<file path="src/rtl/ppfs_pkg.sv">
package ppfs_pkg;
  // Occupancy at which a programmed-I/O interrupt fires for a given field.
  function automatic int unsigned ppfs_level(input int unsigned field, input int unsigned depth);
    int unsigned eff;
    eff = field + 1;
    if (eff > depth - 1) eff = depth - 1;
    return depth - eff;
  endfunction
endpackage

</file>
<file path="src/rtl/ppfs_fifo.sv">
module ppfs_fifo #(
  parameter int W     = 8,
  parameter int DEPTH = 16,
  localparam int AW   = $clog2(DEPTH),
  localparam int CW   = $clog2(DEPTH + 1)
) (
  input  logic          clk,
  input  logic          rst_n,
  input  logic          en,
  input  logic          in_valid,
  output logic          in_ready,
  input  logic [W-1:0]  in_data,
  input  logic          pop_req,
  output logic          out_valid,
  output logic [W-1:0]  out_data,
  output logic [CW-1:0] count
);
  logic [W-1:0]  mem [DEPTH];
  logic [AW-1:0] wr_ptr, rd_ptr;
  logic          push, pop;

  assign in_ready  = en && (count != CW'(DEPTH));
  assign out_valid = en && (count != '0);
  assign push      = in_valid && in_ready;
  assign pop       = pop_req && out_valid;
  assign out_data  = mem[rd_ptr];

  always_ff @(posedge clk) begin
    if (push) mem[wr_ptr] <= in_data;
  end

  always_ff @(posedge clk) begin
    if (!rst_n) begin
      wr_ptr <= '0;
      rd_ptr <= '0;
      count  <= '0;
    end else begin
      if (push) wr_ptr <= (wr_ptr == AW'(DEPTH - 1)) ? '0 : wr_ptr + 1'b1;
      if (pop)  rd_ptr <= (rd_ptr == AW'(DEPTH - 1)) ? '0 : rd_ptr + 1'b1;
      case ({push, pop})
        2'b10:   count <= count + 1'b1;
        2'b01:   count <= count - 1'b1;
        default: count <= count;
      endcase
    end
  end

  p_no_overflow_r3: assert property (@(posedge clk) disable iff (!rst_n)
    count <= CW'(DEPTH));
  p_full_write_ignored_r3: assert property (@(posedge clk) disable iff (!rst_n)
    (count == CW'(DEPTH) && !pop_req) |=> (count == CW'(DEPTH)));
  p_empty_read_ignored_r3: assert property (@(posedge clk) disable iff (!rst_n)
    (count == '0 && !in_valid) |=> (count == '0));
  p_disabled_frozen_r2: assert property (@(posedge clk) disable iff (!rst_n)
    !en |=> $stable(count));
endmodule

</file>
<file path="src/rtl/ppfs_dma_ctl.sv">
module ppfs_dma_ctl #(
  parameter int BURST_MAX = 32,
  localparam int BW = $clog2(BURST_MAX + 1)
) (
  input  logic clk,
  input  logic rst_n,
  input  logic active,
  input  logic has_data,
  input  logic dma_ack,
  output logic dma_req
);
  logic [BW-1:0] burst_q;
  logic          cap_hit;

  assign cap_hit = (burst_q == BW'(BURST_MAX));
  assign dma_req = active && has_data && !cap_hit;

  always_ff @(posedge clk) begin
    if (!rst_n)            burst_q <= '0;
    else if (!dma_req)     burst_q <= '0;
    else if (dma_ack)      burst_q <= burst_q + 1'b1;
  end

  p_req_needs_data_r4: assert property (@(posedge clk) disable iff (!rst_n)
    dma_req |-> (active && has_data));
  p_cap_released_r7: assert property (@(posedge clk) disable iff (!rst_n)
    cap_hit |=> (burst_q == '0));
endmodule

</file>
<file path="src/rtl/ppfs_irq_ctl.sv">
module ppfs_irq_ctl
  import ppfs_pkg::*;
#(
  parameter int DEPTH = 16,
  localparam int TW   = $clog2(DEPTH),
  localparam int CW   = $clog2(DEPTH + 1)
) (
  input  logic          clk,
  input  logic          rst_n,
  input  logic [TW-1:0] thr_field,
  input  logic [CW-1:0] count,
  input  logic          pio_active,
  input  logic          tc_flag,
  output logic          irq
);
  logic [CW-1:0] level;
  logic          pio_irq;

  assign level   = CW'(ppfs_level(int'(thr_field), DEPTH));
  assign pio_irq = pio_active && (count >= level);
  assign irq     = pio_irq || tc_flag;

  p_pio_irq_gated_r10: assert property (@(posedge clk) disable iff (!rst_n)
    (!pio_active && !tc_flag) |-> !irq);
endmodule

</file>
<file path="src/rtl/ppfifo_svc.sv">
module ppfifo_svc #(
  parameter int W         = 8,
  parameter int DEPTH     = 16,
  parameter int BURST_MAX = 32,
  localparam int TW       = $clog2(DEPTH),
  localparam int CW       = $clog2(DEPTH + 1),
  localparam int RW       = $clog2(BURST_MAX + 2)
) (
  input  logic          clk,
  input  logic          rst_n,
  input  logic [TW-1:0] thr_field,
  input  logic          dir_rev,
  input  logic          dma_en,
  input  logic          svc_wr,
  input  logic          svc_wdata,
  input  logic          in_valid,
  output logic          in_ready,
  input  logic [W-1:0]  in_data,
  input  logic          out_ready,
  output logic          out_valid,
  output logic [W-1:0]  out_data,
  input  logic          dma_ack,
  input  logic          tc,
  output logic          dma_req,
  output logic          irq,
  output logic          svc_intr,
  output logic          fifo_en,
  output logic [CW-1:0] fifo_level
);
  logic svc_q, tc_flag_q, en_q;
  logic dma_active, pio_active;

  assign svc_intr   = svc_q;
  assign fifo_en    = en_q;
  assign dma_active = dir_rev && dma_en && !svc_q;
  assign pio_active = dir_rev && !dma_en && !svc_q;

  always_ff @(posedge clk) begin
    if (!rst_n) begin
      svc_q     <= 1'b1;
      tc_flag_q <= 1'b0;
      en_q      <= 1'b0;
    end else begin
      if (tc) begin
        svc_q     <= 1'b1;
        tc_flag_q <= 1'b1;
      end else if (svc_wr) begin
        svc_q <= svc_wdata;
        if (!svc_wdata) tc_flag_q <= 1'b0;
      end
      if (svc_wr && !svc_wdata) en_q <= 1'b1;
    end
  end

  ppfs_fifo #(.W(W), .DEPTH(DEPTH)) u_fifo (
    .clk(clk), .rst_n(rst_n), .en(en_q),
    .in_valid(in_valid), .in_ready(in_ready), .in_data(in_data),
    .pop_req(out_ready || dma_ack), .out_valid(out_valid), .out_data(out_data),
    .count(fifo_level)
  );

  ppfs_dma_ctl #(.BURST_MAX(BURST_MAX)) u_dma (
    .clk(clk), .rst_n(rst_n), .active(dma_active), .has_data(out_valid),
    .dma_ack(dma_ack), .dma_req(dma_req)
  );

  ppfs_irq_ctl #(.DEPTH(DEPTH)) u_irq (
    .clk(clk), .rst_n(rst_n), .thr_field(thr_field), .count(fifo_level),
    .pio_active(pio_active), .tc_flag(tc_flag_q), .irq(irq)
  );

  // Independent run-length monitor for the burst cap.
  logic [RW-1:0] run_q;
  always_ff @(posedge clk) begin
    if (!rst_n || !dma_req) run_q <= '0;
    else if (dma_ack)       run_q <= run_q + 1'b1;
  end

  p_burst_cap_r7: assert property (@(posedge clk) disable iff (!rst_n)
    run_q <= RW'(BURST_MAX));
  p_tc_sets_svc_r6: assert property (@(posedge clk) disable iff (!rst_n)
    tc |=> (svc_intr && irq && !dma_req));
  p_svc_blocks_req_r10: assert property (@(posedge clk) disable iff (!rst_n)
    svc_intr |-> !dma_req);
  p_dir_blocks_req_r9: assert property (@(posedge clk) disable iff (!rst_n)
    !dir_rev |-> !dma_req);
  p_enable_sticky_r2: assert property (@(posedge clk) disable iff (!rst_n)
    fifo_en |=> fifo_en);
endmodule

</file>
<file path="config.mk">
export PLATFORM = sky130hd
export DESIGN_NAME = ppfifo_svc
export DESIGN_NICKNAME = d
export VERILOG_FILES = /design/src/rtl/ppfs_pkg.sv /design/src/rtl/ppfs_fifo.sv /design/src/rtl/ppfs_dma_ctl.sv /design/src/rtl/ppfs_irq_ctl.sv /design/src/rtl/ppfifo_svc.sv
export SDC_FILE = /design/constraint.sdc
export NUM_CORES = 1
export LEC_CHECK = 0
export BUFFER_PORTS_ARGS = -buffer_cell sky130_fd_sc_hd__buf_2
export CORE_MARGIN = 2
export CORE_UTILIZATION = 54
export CTS_CLUSTER_SIZE = 25
export DETAILED_ROUTE_END_ITERATION = 10
export PLACE_DENSITY_LB_ADDON = 0.25
export SLEW_MARGIN = 20
export SYNTH_ARGS = -nofsm -noshare
export SYNTH_HDL_FRONTEND = slang
export SYNTH_SLANG_ARGS = --single-unit
export TNS_END_PERCENT = 5
</file>
<file path="constraint.sdc">
create_clock -name clk -period 2.8 [get_ports clk]
set_clock_uncertainty 0.2 [all_clocks]
set_input_delay 0.14 -clock clk [delete_from_list [all_inputs] [get_ports clk]]
set_output_delay 0.14 -clock clk [all_outputs]
set_load 0.01 [all_outputs]
</file>
# Yosys cells after proc, flatten, opt, wreduce, memory -nomap -nowiden
# Memories as Yosys holds them, arrays and structs flattened. A register that Yosys moved wholly into a read port is not among the register bits.
# Cells that the tools add are included.
[totals]
ff_bits = 22
ram_bits = 128
inputBits = 22
out_inout_bits = 19
wordCells = 60
mem_count = 1
[classes]
n_addsub = 7
order_cmp = 2
eq_ne = 7
mux = 11
bitwise = 1
reduce_logical = 24
[memory_table]
columns = ["memory", "depth", "word_bits", "read_ports", "rd_ports_with_merged_regs", "wr", "line", "rtl"]
rows = [
  ["u_fifo.mem", 16, 8, 1, 1, 1, "ppfs_fifo.sv:18", "logic [W-1:0] mem [DEPTH];"],
]
[op_table]
columns = ["operator", "n"]
rows = [
  ["$gt 32x4->1 const B", 1],
  ["$mux 4", 4],
  ["$logic_and 1x1->1", 12],
  ["$pmux 5 s2", 1],
  ["$add 4x1->4 const B", 2],
  ["$eq 4x4->1 const B", 2],
  ["$add 6x1->6 const B", 1],
  ["$eq 6x6->1 const B", 1],
  ["$add 4x1->5 const B", 1],
  ["$add 5x1->5 const B", 1],
  ["$ge 5x5->1", 1],
  ["$mux 1", 5],
  ["$mux 5", 1],
  ["$ne 5x5->1 const B", 1],
  ["$reduce_bool 5->1", 1],
  ["$sub 5x1->5 const B", 1],
  ["$sub 5x5->5 const A", 1],
  ["$logic_not 1->1", 4],
  ["$reduce_and 2->1", 2],
  ["$reduce_bool 2->1", 2],
  ["$eq 2x1->1 const B", 1],
  ["$eq 2x2->1 const B", 1],
  ["$logic_or 1x1->1", 2],
  ["$ne 2x1->1 const B", 1],
  ["other kinds (2)", 2],
]

# Longest topological paths before layout
# Gate-level depths: netlist of run 1.
[logic_depth]
word_depth = 7
mapped_depth = 11
depth_no_buf = 10

# Hierarchy
# From an unflattened synthesis of run 1, not the netlist that was laid out.
[unflattened]
hier_cells = 382
area_unflattened_um2 = 6640.1
[by_module_without_submodules]
columns = ["mod", "n_inst", "cells_per_inst", "area_per_inst_um2", "seq_area_each_um2"]
rows = [
  ["ppfs_fifo", 1, 301, 5939.4, 4184.0],
  ["ppfs_dma_ctl", 1, 30, 292.8, 120.1],
  ["ppfs_irq_ctl", 1, 37, 276.5, 0.0],
  ["ppfifo_svc", 1, 14, 131.4, 60.1],
]

# Least setup slack after synthesis of run 1
# Ideal clock, no wire load.
[synth_path]
kind = "flip-flop to flip-flop"
startpoint = "register u_fifo.count[0]"
endpoint = "register u_fifo.count[4]"
setup_time_ns = 0.121
arrival_ns = 2.454
required_ns = 2.479
slack_ns = 0.025
path_stages_with_launch = 11
n_path_buf = 1
period_less_slack_ns = 2.775
cell_sequence = "dfxtp_1 > or4_4 > o211a_1 > buf_6 > inv_1 > ha_1 > ha_1 > a21oi_1 > and4b_1 > a21oi_1 > mux2i_1"
[synth_between]
elab_chain_cells = 5
elab_cells_between_ends = 12
classes_between = "add/sub (2); eq/ne (3); mux (1); reduce/logical (6)"
[synth_rtl]
columns = ["item", "line", "rtl"]
rows = [
  ["start, declared", "ppfs_fifo.sv:16", "output logic [CW-1:0] count"],
  ["start signal, assigned", "ppfs_fifo.sv:41", "2'b10: count <= count + 1'b1;"],
  ["start signal, assigned", "ppfs_fifo.sv:42", "2'b01: count <= count - 1'b1;"],
  ["start signal, assigned", "ppfs_fifo.sv:43", "default: count <= count;"],
  ["$ne 5x5->1 or $reduce_bool 5->1 (tied branches)", "ppfs_fifo.sv:22, ppfs_fifo.sv:23", ""],
  ["$logic_and 1x1->1, on equally long branches", "ppfs_fifo.sv:22, ppfs_fifo.sv:23", ""],
  ["$logic_and 1x1->1, on equally long branches", "ppfs_fifo.sv:24, ppfs_fifo.sv:25", ""],
  ["$eq 2x1->1 or $eq 2x2->1 (tied branches)", "ppfs_fifo.sv:40", "case ({push, pop})"],
  ["$pmux 5 s2 or $reduce_bool 2->1 (tied branches)", "-", ""],
]
# Parallel ways exist; a longest one is shown, timed or not.
# A chain may end at the register's enable or synchronous reset.

# Worst setup path in the final report of run 1
[layout_path]
startpoint = "register u_fifo.count[2]"
endpoint = "register u_fifo.count[4]"
# The elaborated chain is that of the path after synthesis.

==> flow_summary.ini, run 1 <==
[status]
outcome = complete, no violations

[synth]
async_flop_share_pct = 0
yosysWarnings = 0
synth_cell_types = 50
syn_area_sq_mm = 0.00647
synth.avg_cell_area_sq_um = 16.2
yosysTopAreaCellShare_pct = 59.4
synth-seq-cells = 154
yosysSeqAreaShare_pct = 67.5
synth-edff-count = 128
synth_nets = 439
synth.largest_area_cell = edfxtp_1
yosys_most_used_dff = edfxtp_1
synth_area_leaders = edfxtp_1 (59%), mux4_2 (11%), dfxtp_1 (8.0%), ha_1 (3.5%), a22oi_1 (1.9%)
syn-instance-count = 398

[cells_and_area]
num-fill-cells = 817
fin_cells = 621
drive_gt1_share_pct = 25.7
fin_util_pct = 66.0
nNetsFinal = 506
regArea_sq_mm = 0.00437
area_delta_synth_final_pct = 18.0
antenna_cells = 0
multiInputGateArea_sq_mm = 0.00199

[die]
initial_utilization_pct = 55.9
fp.dieH_um = 113
pin_count = 41
num_rows = 39
fp.dieW_um = 113
dieArea_sq_mm = 0.0129
coreArea_sq_mm = 0.0116

[drt]
drtIter0Drc = 266
wire_per_inst_um = 19.8
wl_um = 12300
first_pass_iters = 4
via_per_inst = 5.84
drc = 0
vias = 3626
antenna_left = 0

[min_path]
hold_depth = 4
hp-class = in -> reg
whs_endpoint = u_dma.burst_q[0]
min-delay-start = dma_en

[clocking]
clk_path_buf_depth = 2
insertion_delay_ns = 0.41
clkSlewWorstSetupHoldPaths_ns = 0.06
cts_sinks = 154
htree_levels = 4
postCtsSetupRepairBufs = 0
clockRootBuffer = clkbuf_16
cts_made_buffers = 17
cts_tree = yes

[placed_design]
post-place-ws_ns = 0.119
dp_cells = 574
port-buffer-count = 40
post-dp-hpwl_um = 7710
gp_congestion = 0.742

[critical_path]
max_stage_delay_ns = 0.54
arrival_ns = 2.72
critPathBufInv = 1
crit_required_ns = 2.90
rrSetupSlack_ns = 0.18
r2r_end = u_fifo.count[4]
crit_path_end_kind = flip-flop
cp_top_family = simple AND/OR/NAND/NOR gates
startpoint_type = flip-flop
cp.depth = 9
slowest_stage = or4_4
crit_chain = or4_4 > o211a_1 > inv_1 > ha_4 > ha_1 > a21oi_1 > and4b_1 > a21oi_2 > mux2i_1
r2r_start = u_fifo.count[2]
reg2reg_depth = 9
critPathKind = reg -> reg
crit_fanout = 6

[run]
drv_cap = 0

[timing]
period_minus_slack_ns = 2.62
hold_viol = 0
min_period_over_period_pct = 93.7
fmax_mhz = 381
tns_ns = 0
fin_ws_ns = 0.177
rsz0062_at_grt = no
relSlewSlack_pct = 43.3
finalSetupViolCount = 0
slew_violations = 0
worst_pin_slew_ns = 0.849

[global_route]
antenna_found_initial = 0
grt-ovfl-total = 0
grt_max_degree = 33
grt.total_usage_pct = 20.8
grt_pass1_vias = 3759
grt_pass1_wl_um = 19600

[power_and_ir_drop]
p_per_area_mw_per_mm2 = 642
p_leak_nw = 2.70
peakVddDrop_uv = 497
==> layout by cell type, fill, tap and decap left out, types with 3 or more instances in the layout <==
cell type,count
nand4_1,3
ha_1,16
inv_1,16
mux4_2,32
nor2_1,18
clkbuf_16,17
buf_4,10
o21ai_0,8
nand3b_1,3
buf_2,40
o21a_1,3
nand2_1,23
clkbuf_1,3
xor2_1,5
and3_2,5
a21oi_1,13
xnor2_1,4
nor2b_1,4
a22oi_1,16
bufinv_16,3
nand3_1,8
mux2i_1,4
and3_1,8
edfxtp_1,128
nand2b_1,3
clkinv_1,6
dfxtp_1,25
dlygate4sd3_1,15
==> area by class of cell <==
type	instances	area share (%)
multi-input cells	209	26.1
inverters	16	0.787
flip-flops and latches	154	57.2
clock inverters	12	1.70
well taps	143	2.34
clock buffers	20	5.72
repair buffers	67	6.10
==> power breakdown <==
group	internal, mW	leakage, nW	switching, mW
Clock	1.38	0.273	0.818
Combinational	0.0947	1.06	0.112
Sequential	2.49	1.36	0.0108
Total	3.96	2.70	0.942
==> registers in the layout, summed over array words and instances (netlist names), named ones only <==
signal,cells
fifo_en,1
svc_intr,1
tc_flag_q,1
u_dma.burst_q,6
u_fifo.count,5
u_fifo.mem,128
u_fifo.rd_ptr,4
u_fifo.wr_ptr,4
==> routing by layer <==
layer / track usage (%) / up-vias / share of wire (%)
li1: - / 1697 / -
met4: 9.35 / 0 / 2.3
met2: 34.3 / 104 / 50
met5: 0 / - / 0
met3: 4.84 / 18 / 6.0
met1: 26.6 / 1807 / 42
==> cell usage after synthesis, types with 4 or more instances <==
library cell and number:
edfxtp_1 128, mux4_2 32, dfxtp_1 26, nand2_1 23, ha_1 18, nor2_1 18
a22oi_1 16, inv_1 16, a21oi_1 14, clkbuf_1 10, and3_1 8, nand3_1 8
o21ai_0 8, and3_2 5, buf_2 5, xor2_1 5, mux2i_1 4, nor2b_1 4
xnor2_1 4
==> what timing repair did <==
item	4_1_cts	5_1_grt
hold buffers	15	0
endpoints found under the hold margin	143	0
setup endpoints to repair	0	8
gates resized for setup	0	5
==> per-stage QoR <==
step | cell area [sq um] | power [mW] | hold slack [ns]
2_1_floorplan | 6470 | 2.66 | 0.0389
3_3_place_gp | 6880 | 2.73 | 0.151
3_5_place_dp | 6880 | 2.74 | 0.165
4_1_cts | 7590 | 4.93 | 0.0317
5_1_grt | 7630 | 5.05 | 0.0735
6_report | 7630 | 4.90 | 0.0432
==> worst max path at each step <==
stage | start | end | slack (ns)
2_1_floorplan | u_fifo.count[0] | u_fifo.count[4] | 0.02
4_1_cts | flip-flop | out_data[7] | 0.03
6_report | u_fifo.count[2] | u_fifo.count[4] | 0.18
5_1_grt | u_fifo.count[2] | u_fifo.count[4] | 0.02
3_5_place_dp | u_fifo.count[2] | u_fifo.count[4] | 0.12
3_3_place_gp | u_fifo.count[0] | u_fifo.count[4] | 0.19
==> cell families after synthesis <==
| logic type | count (synthesis) | share of synthesized area [%] |
|---|---|---|
| AO/OA/AOI/OAI | 55 | 5.86 |
| XOR/XNOR | 9 | 1.22 |
| adder cells (fa/ha/maj) | 19 | 3.79 |
| buffers and inverters | 35 | 2.36 |
| flip-flops | 154 | 67.5 |
| multiplexers | 36 | 11.8 |
| AND/OR/NAND/NOR | 90 | 7.53 |
==> worst reg2reg max path, cell delays in order, from the launching register on <==
cell and delay [ns]:
dfxtp_1 0.37, or4_4 0.54, o211a_1 0.24, inv_1 0.12, ha_4 0.20, ha_1 0.27
a21oi_1 0.19, and4b_1 0.23, a21oi_2 0.04, mux2i_1 0.11
Power figures use the tool's default switching activity.
==> run 2: changes to the inputs <==
- CORE_ASPECT_RATIO: unset -> 1.2
==> run 2 against run 1 <==
Hold slack worse by 0.019 ns. Sequential share of layout area is 0.29 points higher. Highest routed layer unchanged. Largest power group unchanged. Worst setup slack lost 0.0073 ns. Final cell count up 1.9%. Core utilization shrank 0.69 points. Design area shrank 0.56%.
==> flow_summary.ini, run 2 (synthesized netlist as in run 1, its figures left out) <==
[global_route]
grt_pass1_vias = 3618
use_met2_pct = 35.6
grt_max_degree = 33
busiest_layer = met2
grt.total_usage_pct = 21.0
use_met3_pct = 5.29
grt-ovfl-total = 0
antenna_found_initial = 0
grt_pass1_wl_um = 19800
gr-usage-met1_pct = 26.7

[power_and_ir_drop]
p_leak_nw = 2.69
p_per_area_mw_per_mm2 = 641
swShare_pct = 20.5
p_int_mw = 3.87
power_frac_comb_pct = 4.2
clkPwrFrac_pct = 44.5
peakVddDrop_uv = 376
p_switching_mw = 0.998
seqPwrFrac_pct = 51.3

[die]
fp.dieW_um = 104
initial_utilization_pct = 55.7
fp.dieH_um = 124
coreArea_sq_mm = 0.0116
num_rows = 43
dieArea_sq_mm = 0.0129
pin_count = 41

[cells_and_area]
fin_cells = 633
area_delta_synth_final_pct = 17.4
fin_util_pct = 65.3
final_cell_mix = edfxtp_1 (128), buf_2 (40), mux4_2 (32), dfxtp_1 (25), nand2_1 (23)
antenna_cells = 0
drive_gt1_share_pct = 26.3
largest_reg_flops = 128
regMostFlops = u_fifo.mem
biggestRegsByFlops = u_fifo.mem x128, u_dma.burst_q x6, u_fifo.count x5
nNetsFinal = 504
layout_commonest_cell = edfxtp_1

[drt]
vias = 3638
antenna_left = 0
first_pass_iters = 7
drc = 0
via_per_inst = 5.75
wire_per_inst_um = 19.8
drtIter0Drc = 246
wl_um = 12500

[timing]
fin_ws_ns = 0.169
relSlewSlack_pct = 40.8
tns_ns = 0
slew_violations = 0
finalSetupViolCount = 0
whs_ns = 0.0243
fmax_mhz = 380
hold_viol = 0
period_minus_slack_ns = 2.63
worst_pin_slew_ns = 0.887
rsz0062_at_grt = no
min_period_over_period_pct = 94.0

[clocking]
cts_tree = yes
cts_sinks = 154
htree_levels = 4
clkSlewWorstSetupHoldPaths_ns = 0.06
clk_path_buf_depth = 2
insertion_delay_ns = 0.42
cts_made_buffers = 17
clockRootBuffer = clkbuf_16
postCtsSetupRepairBufs = 0

[placed_design]
dp_cells = 586
port-buffer-count = 40
post-dp-hpwl_um = 7840
post-place-ws_ns = 0.113
gp_congestion = 0.777

[critical_path]
crit_path_end_kind = flip-flop
crit_fanout = 6
rrSetupSlack_ns = 0.17
reg2reg_depth = 9
critPathKind = reg -> reg
crit_required_ns = 2.91
arrival_ns = 2.74
r2r_start = u_fifo.count[0]
startpoint_type = flip-flop
r2r_end = u_fifo.count[4]

[status]
outcome = complete, no violations

[min_path]
hp-class = in -> reg
whs_endpoint = u_dma.burst_q[0]
min-delay-start = dma_en
hold_depth = 4

[run]
drv_cap = 0
## run 2: how the worst max path moves through the flow
| stage | from | slack (ns) | cells past startpoint | endpoint |
|---|---|---|---|---|
| final | u_fifo.count[0] | 0.17 | 9 | u_fifo.count[4] |
| after global placement | u_fifo.count[0] | 0.19 | 9 | u_fifo.count[4] |
| after CTS | u_fifo.count[0] | 0.09 | 9 | u_fifo.count[4] |
| after detailed placement | u_fifo.count[2] | 0.11 | 9 | u_fifo.count[4] |
| after floorplan | u_fifo.count[0] | 0.02 | 10 | u_fifo.count[4] |
| after global routing | u_fifo.count[2] | 0.01 | 9 | u_fifo.count[4] |
## run 2: layout make-up
cell class,count,area (sq um)
clock inverters,9,60.1
inverters,16,60.1
multi-input cells,209,1960
well taps,157,196
fillers,844,4030
clock buffers,23,512
flip-flops and latches,154,4370
repair buffers,65,438
## run 2: critical path: stages (launching register included)
cell and delay, ns:
dfxtp_1 0.32, or4_4 0.57, o211a_1 0.25, inv_1 0.08, ha_2 0.25, ha_1 0.29, a21oi_1 0.18, and4b_1 0.21
a21oi_1 0.05, mux2i_1 0.11
## run 2: power by group through the flow
stage	Clock (mW)	Sequential, mW	Combinational, mW
after global placement	0	2.54	0.180
final	2.17	2.50	0.202
after global routing	2.29	2.50	0.226
after CTS	2.19	2.50	0.204
after detailed placement	0	2.55	0.188
after floorplan	0	2.55	0.107
## run 2: what timing repair did
action,CTS,global route
hold endpoints to repair,143,0
setup endpoints to repair,0,2
resized for setup,0,1
hold buffers,15,0
## run 2: routing by layer
metal,vias up,share of wire (%)
met5,-,0
met4,0,1.4
met3,14,4.9
met2,109,51
met1,1825,43
li1,1690,-
## run 2: metrics by stage
stage | power (mW) | area, sq um
floorplan | 2.66 | 6470
global placement | 2.72 | 6870
detailed placement | 2.73 | 6870
CTS | 4.89 | 7590
global route | 5.02 | 7590
finish | 4.87 | 7590
